**src/rtl/lvl_vic.sv**
```systemverilog
module lvl_vic #(
  parameter int NBANK = 3,
  parameter int BW    = 32,
  parameter int AW    = 8,
  parameter int NMI_W = 2,
  localparam int NSRC = NBANK * BW
) (
  input  logic            clk,
  input  logic            rst_n,
  input  logic [NSRC-1:0] src_i,
  input  logic            nmi_i,
  input  logic            bus_wr_i,
  input  logic [AW-1:0]   bus_addr_i,
  input  logic [BW-1:0]   bus_wdata_i,
  output logic [BW-1:0]   bus_rdata_o,
  output logic            irq_o,
  output logic            fiq_o
);
  localparam int IW = $clog2(NSRC);
  localparam logic [AW-1:0] A_VEC  = AW'(8'h00);
  localparam logic [AW-1:0] A_PROT = AW'(8'h08);
  localparam logic [AW-1:0] A_NMI  = AW'(8'h0C);
  localparam int B_CAP = 'h10;
  localparam int B_FST = 'h20;
  localparam int B_ENA = 'h40;
  localparam int B_BLK = 'h50;

  logic [NSRC-1:0]  cap_q, ena_q, blk_q, clr, active;
  logic             prot_q, fiq_q;
  logic [NMI_W-1:0] nmic_q;
  logic [IW-1:0]    win;
  logic             any;
  logic [NBANK-1:0] hit_cap, hit_fst, hit_ena, hit_blk;

  for (genvar b = 0; b < NBANK; b++) begin : g_dec
    assign hit_cap[b] = bus_addr_i == AW'(B_CAP + 4*b);
    assign hit_fst[b] = bus_addr_i == AW'(B_FST + 4*b);
    assign hit_ena[b] = bus_addr_i == AW'(B_ENA + 4*b);
    assign hit_blk[b] = bus_addr_i == AW'(B_BLK + 4*b);
    assign clr[b*BW +: BW] = (bus_wr_i && hit_cap[b]) ? bus_wdata_i : '0;
  end

  assign active = cap_q & ena_q & ~blk_q;
  assign any    = |active;
  assign irq_o  = any;
  assign fiq_o  = fiq_q;

  always_comb begin
    win = '0;
    for (int i = NSRC - 1; i >= 0; i--)
      if (active[i]) win = IW'(i);
  end

  always_ff @(posedge clk or negedge rst_n) begin
    if (!rst_n) begin
      cap_q  <= '0;
      ena_q  <= '0;
      blk_q  <= '0;
      prot_q <= 1'b0;
      nmic_q <= '0;
      fiq_q  <= 1'b0;
    end else begin
      cap_q <= (cap_q & ~clr) | src_i;
      fiq_q <= nmi_i ^ nmic_q[0];
      if (bus_wr_i) begin
        for (int b = 0; b < NBANK; b++) begin
          if (hit_ena[b]) ena_q[b*BW +: BW] <= bus_wdata_i;
          if (hit_blk[b]) blk_q[b*BW +: BW] <= bus_wdata_i;
        end
        if (bus_addr_i == A_PROT) prot_q <= bus_wdata_i[0];
        if (bus_addr_i == A_NMI)  nmic_q <= bus_wdata_i[NMI_W-1:0];
      end
    end
  end

  always_comb begin
    bus_rdata_o = '0;
    if (bus_addr_i == A_VEC)  bus_rdata_o = any ? BW'({win, 2'b00}) : '0;
    if (bus_addr_i == A_PROT) bus_rdata_o = BW'(prot_q);
    if (bus_addr_i == A_NMI)  bus_rdata_o = BW'(nmic_q);
    for (int b = 0; b < NBANK; b++) begin
      if (hit_cap[b]) bus_rdata_o = cap_q[b*BW +: BW];
      if (hit_ena[b]) bus_rdata_o = ena_q[b*BW +: BW];
      if (hit_blk[b]) bus_rdata_o = blk_q[b*BW +: BW];
      if (hit_fst[b] && b == 0) bus_rdata_o = BW'(fiq_q);
    end
  end


  level_hold_chk: assert property (@(posedge clk) disable iff (!rst_n)
    1'b1 |=> ((cap_q & $past(src_i)) == $past(src_i)));


  w1c_bank0_chk: assert property (@(posedge clk) disable iff (!rst_n)
    (bus_wr_i && bus_addr_i == AW'(B_CAP)) |=>
      ((cap_q[BW-1:0] & $past(bus_wdata_i) & ~$past(src_i[BW-1:0])) == '0));


  no_enable_no_irq_chk: assert property (@(posedge clk) disable iff (!rst_n)
    (ena_q == '0) |-> !irq_o);


  all_blocked_no_irq_chk: assert property (@(posedge clk) disable iff (!rst_n)
    (blk_q == '1) |-> !irq_o);


  vec_nonzero_chk: assert property (@(posedge clk) disable iff (!rst_n)
    (bus_addr_i == A_VEC && irq_o && !active[0]) |-> (bus_rdata_o != '0 && bus_rdata_o[1:0] == 2'b00));


  fiq_follow_chk: assert property (@(posedge clk) disable iff (!rst_n)
    1'b1 |=> (fiq_o == ($past(nmi_i) ^ $past(nmic_q[0]))));
endmodule

```
**config.mk**
```make
export PLATFORM = sky130hd
export DESIGN_NAME = lvl_vic
export DESIGN_NICKNAME = d
export VERILOG_FILES = /design/src/rtl/lvl_vic.sv
export SDC_FILE = /design/constraint.sdc
export NUM_CORES = 1
export LEC_CHECK = 0
export BUFFER_PORTS_ARGS = -buffer_cell sky130_fd_sc_hd__clkbuf_2
export CAP_MARGIN = 20
export CORE_ASPECT_RATIO = 1.1
export CORE_MARGIN = 4
export CORE_UTILIZATION = 46
export DETAILED_ROUTE_END_ITERATION = 12
export PLACE_DENSITY = 0.68
export SYNTH_ARGS = -nofsm -noshare
export SYNTH_HDL_FRONTEND = slang
export SYNTH_SLANG_ARGS = --single-unit
```
**constraint.sdc**
```tcl
create_clock -name clk -period 2.84 [get_ports clk]
set_clock_uncertainty 0.1 [all_clocks]
set_input_delay 0.426 -clock clk [delete_from_list [all_inputs] [get_ports clk]]
set_output_delay 0.426 -clock clk [all_outputs]
set_load 0.02 [all_outputs]
```
==> metrics.md <==
| Metric | Value |
|---|---|
| Status | `complete, but fails checks` |
| Failing checks | `negative setup slack` |
| Sequential share of power | `roughly two fifths` |
| P&R area growth vs syn | `50.91%` |
| Fin crit share | `132.4%` |
| CTS clk-pin slew, worst paths | `~0.060 ns` |
| Setup TNS | `-7.691 ns` |
| Global Route Usage Sum | `about a third` |
| Routed vias | `14700` |
| Slew @ Worst Pin | `0.6808 ns` |
| Sequential fraction of the synthesis area | `approximately 50%` |
| Peak VDD IR | `395.0 uV` |
| Design Power | `10.71 mW` |
| Post-synth EDFFs | `0` |
| DIE WIDTH | `between 150 and 200 um` |
| Final Hold Fails | `0` |
| Layout cells sized above 1 | `47.14%` |
| DRC | `0` |
| Nets | `~2200` |
| Vias per cell | `slightly below 6` |
| Die Y | `between 150 and 200 um` |
| Clk root buf | `clkbuf_16` |
| Max Cap Viol | `0` |
| Slew margin rel. | `between 50% and 60%` |
| Yosys reg bits | `roughly 290` |
| Starting DRT DRC Count | `approximately 1600` |
| Final wirelength | `between 50 and 60 mm` |
| Synth Instances | `between 1000 and 1500` |
| Crit path launch type | `register` |
| Vias in the first global route | `about 15000` |
| RSZ-0062 raised after global routing | `yes` |
| First-pass GRT wire length | `85.59 mm` |
| Starting Density | `46.81%` |
| # clock sinks | `just under 300` |
| Max stage delay on crit path | `0.56 ns` |
| CP Capture Type | `output port` |
| Internal power | `7.929 mW` |
| Switching share of power | `25.99%` |
| Tmin final | `between 3 and 4 ns` |
| Leak | `about 11 nW` |
| Die area | `between 30000 and 40000 um2` |
| RD Place Congestion | `0.9914` |
| R2r setup slk | `between 1.5 and 2 ns` |
| Largest net degree at the start of global routing | `82` |
| Number of distinct library cells after synthesis | `66` |
| CTS Buf Count | `35` |
| Worst Hold Class | `input pin to register` |
| CP Data Arrival Time | `~3.2 ns` |
| Port Buf Inserts | `approximately 170` |
| Worst skew pair latency | `between 0.5 and 0.6 ns` |
| CTS tree | `yes` |
| IO Count | `174` |
| Remaining global-route overflow | `0` |
| PwrDens | `480.5 nW/um2` |
| Fin cells | `2465` |
| Crit-path max FO | `4` |
| Crit-path slowest cell | `or4b_4` |
| CP required | `2.31 ns` |
| Post-synth ARST share | `between 90% and 100%` |
| Cell Area, Synth | `roughly 15000 um2` |
| Fmax | `about 270 MHz` |
| Max-slew violations | `0` |
| Core outline area | `approximately 32000 um2` |
| TritonRoute pass-1 iters | `7` |
| FP Rows | `68` |
| Post-DP HPWL | `approximately 39 mm` |
| Wirelength per Cell | `about 23 um` |
| Sw Pwr | `around 2.8 mW` |
| Crit Path Class | `register to output port` |
| Cell chain of the critical path | `and3b_1, or4b_4, nor4b_4, nand4_2, o31ai_4, buf_6, nor4b_2, o221ai_1, nand3_1, clkbuf_8` |
| CTS H-tree depth | `2` |
| Synth Flop Type | `dfrtp_1` |
| Initial antenna violation count | `0` |
| Placed Instances | `between 2000 and 2500` |
| Clock power frac | `between 40% and 50%` |
| Yosys warning count | `0` |
| Final worst slack | `-0.9207 ns` |
| Count of final setup violators | `28` |
| Comb power frac | `17.7%` |
| Average size of a mapped cell | `between 10 and 15 um2` |
| Max Buffers Root-to-Sink | `3` |
| Syn nets | `approximately 1500` |
| ANT nets after route | `0` |
| Number of diodes | `0` |
## flip-flops by register name, summed over array words and instances (netlist names)
register / flops
prot_q: 1
blk_q: 96
fiq_o: 1
cap_q: 96
nmic_q: 2
ena_q: 96
## layer usage
layer	up-vias	wire length (um)	track usage [%]
li1	6451	-	-
met1	7302	22290	40.80
met2	747	27760	52.69
met3	196	4599	5.627
met4	0	2610	12.71
met5	-	0	0
## area by class of cell
cell class / instances / area (um2)
clock buffers: 51 / 1007
clock inverters: 10 / 121.4
fillers: 2272 / 9268
inverters: 9 / 33.78
multi-input cells: 954 / 7355
flip-flops and latches: 292 / 7307
well taps: 420 / 525.5
repair buffers: 729 / 5948
## critical path, delay by kind of cell, from the launching register on
family,cells,cell delay (ns)
AND/OR/NAND/NOR,6,1.56
buffers and inverters,2,0.37
flip-flops,1,0.37
AO/OA/AOI/OAI,2,0.40
## Yosys cell counts (5+ instances only)
master     count  area, um2
a222oi_1      29      290.3
nor2_1        44      165.2
nor4_1        10      62.56
mux2_2       191       2151
nand3b_1      79      593.1
o21a_1         5      37.54
a2111oi_0      5      43.79
o21ai_0       31      155.2
a22oi_1       35      262.8
nand2_1      155      581.8
nand4_1       21      131.4
nand3_1       43      215.2
a21o_1        99      743.2
a22o_1        24      210.2
buf_1         20      75.07
nor3_1        10      50.05
and2_1        13      81.33
a31oi_1        7      43.79
o21ai_1        5      25.02
clkbuf_1      70      262.8
a221oi_1      26      227.7
a21oi_1       13      65.06
dfrtp_1      292       7307
and3b_1       26      227.7
nand2b_1       5      31.28
inv_1          9      33.78
a211oi_1       6      45.04
o211ai_1      10      75.07
## per-stage QoR
stage                     worst slack, ns  hold WS, ns  utilization, %  area, um2
after floorplan                   0.02656      0.03041               -      14780
after global placement            -0.6504       0.3723           62.08      19600
after detailed placement          -0.6276       0.3771           62.08      19600
after CTS                         -0.9458    0.0004996           69.10      21810
after global routing              -0.9968     0.001969           70.64      22300
final                             -0.9207     0.001665           70.64      22300
## placed cells by master (no fill, tap or decap), types with 13 or more instances in the layout
| cell | synthesis | layout |
|---|---|---|
| a21o_1 | 99 | 99 |
| nand4_1 | 21 | 21 |
| clkbuf_2 | 0 | 139 |
| nor2_1 | 44 | 33 |
| clkbuf_8 | 0 | 14 |
| nand3b_1 | 79 | 79 |
| and3b_1 | 26 | 26 |
| buf_4 | 0 | 441 |
| dlygate4sd3_1 | 0 | 62 |
| a222oi_1 | 29 | 29 |
| nand3_1 | 43 | 39 |
| a22oi_1 | 35 | 33 |
| and2_1 | 13 | 13 |
| mux2_2 | 191 | 191 |
| buf_12 | 0 | 27 |
| buf_6 | 0 | 41 |
| o21ai_0 | 31 | 30 |
| nand2_1 | 155 | 154 |
| clkbuf_16 | 0 | 38 |
| a22o_1 | 24 | 24 |
| dfrtp_1 | 292 | 292 |
| a221oi_1 | 26 | 17 |
## power by group through the flow
stage	Clock (mW)	Combinational [mW]	Sequential (mW)
2_1_floorplan	0	0.673	4.44
3_3_place_gp	0	1.62	4.43
3_5_place_dp	0	1.63	4.44
4_1_cts	4.48	1.82	4.37
5_1_grt	4.65	2.02	4.39
6_report	4.45	1.89	4.37
## repair_timing
| action | CTS | global route |
|---|---|---|
| resized for setup | 64 | 114 |
| gates cloned | 2 | 2 |
| hold buffers | 62 | 0 |
| endpoints found under the setup margin | 32 | 33 |
| endpoints found under the hold margin | 134 | 0 |
| pin swaps | 29 | 43 |
| setup buffers | 15 | 22 |
## cell families (layout without fill, tap and decap cells)
group                  after synthesis  after routing  synth area share (%)
multiplexers                       195            195                 14.86
AND/OR/NAND/NOR                    428            428                 15.83
flip-flops                         292            292                 49.45
AO/OA/AOI/OAI                      330            330                 17.25
buffers and inverters              100            799                 2.549
XOR/XNOR                             1              1               0.05929
## path summary, 6_finish.rpt
kind                           start             end  depth (start not counted)
setup / recovery           ena_q[85]  bus_rdata_o[6]                         10
hold / removal             src_i[82]       cap_q[82]                          2
setup reg to reg            ena_q[8]        ena_q[8]                          2
hold reg to reg               prot_q          prot_q                          1
max in group asynchronous      rst_n       blk_q[84]                          3
min in group asynchronous      rst_n       cap_q[42]                          2
Power figures use the tool's default switching activity.
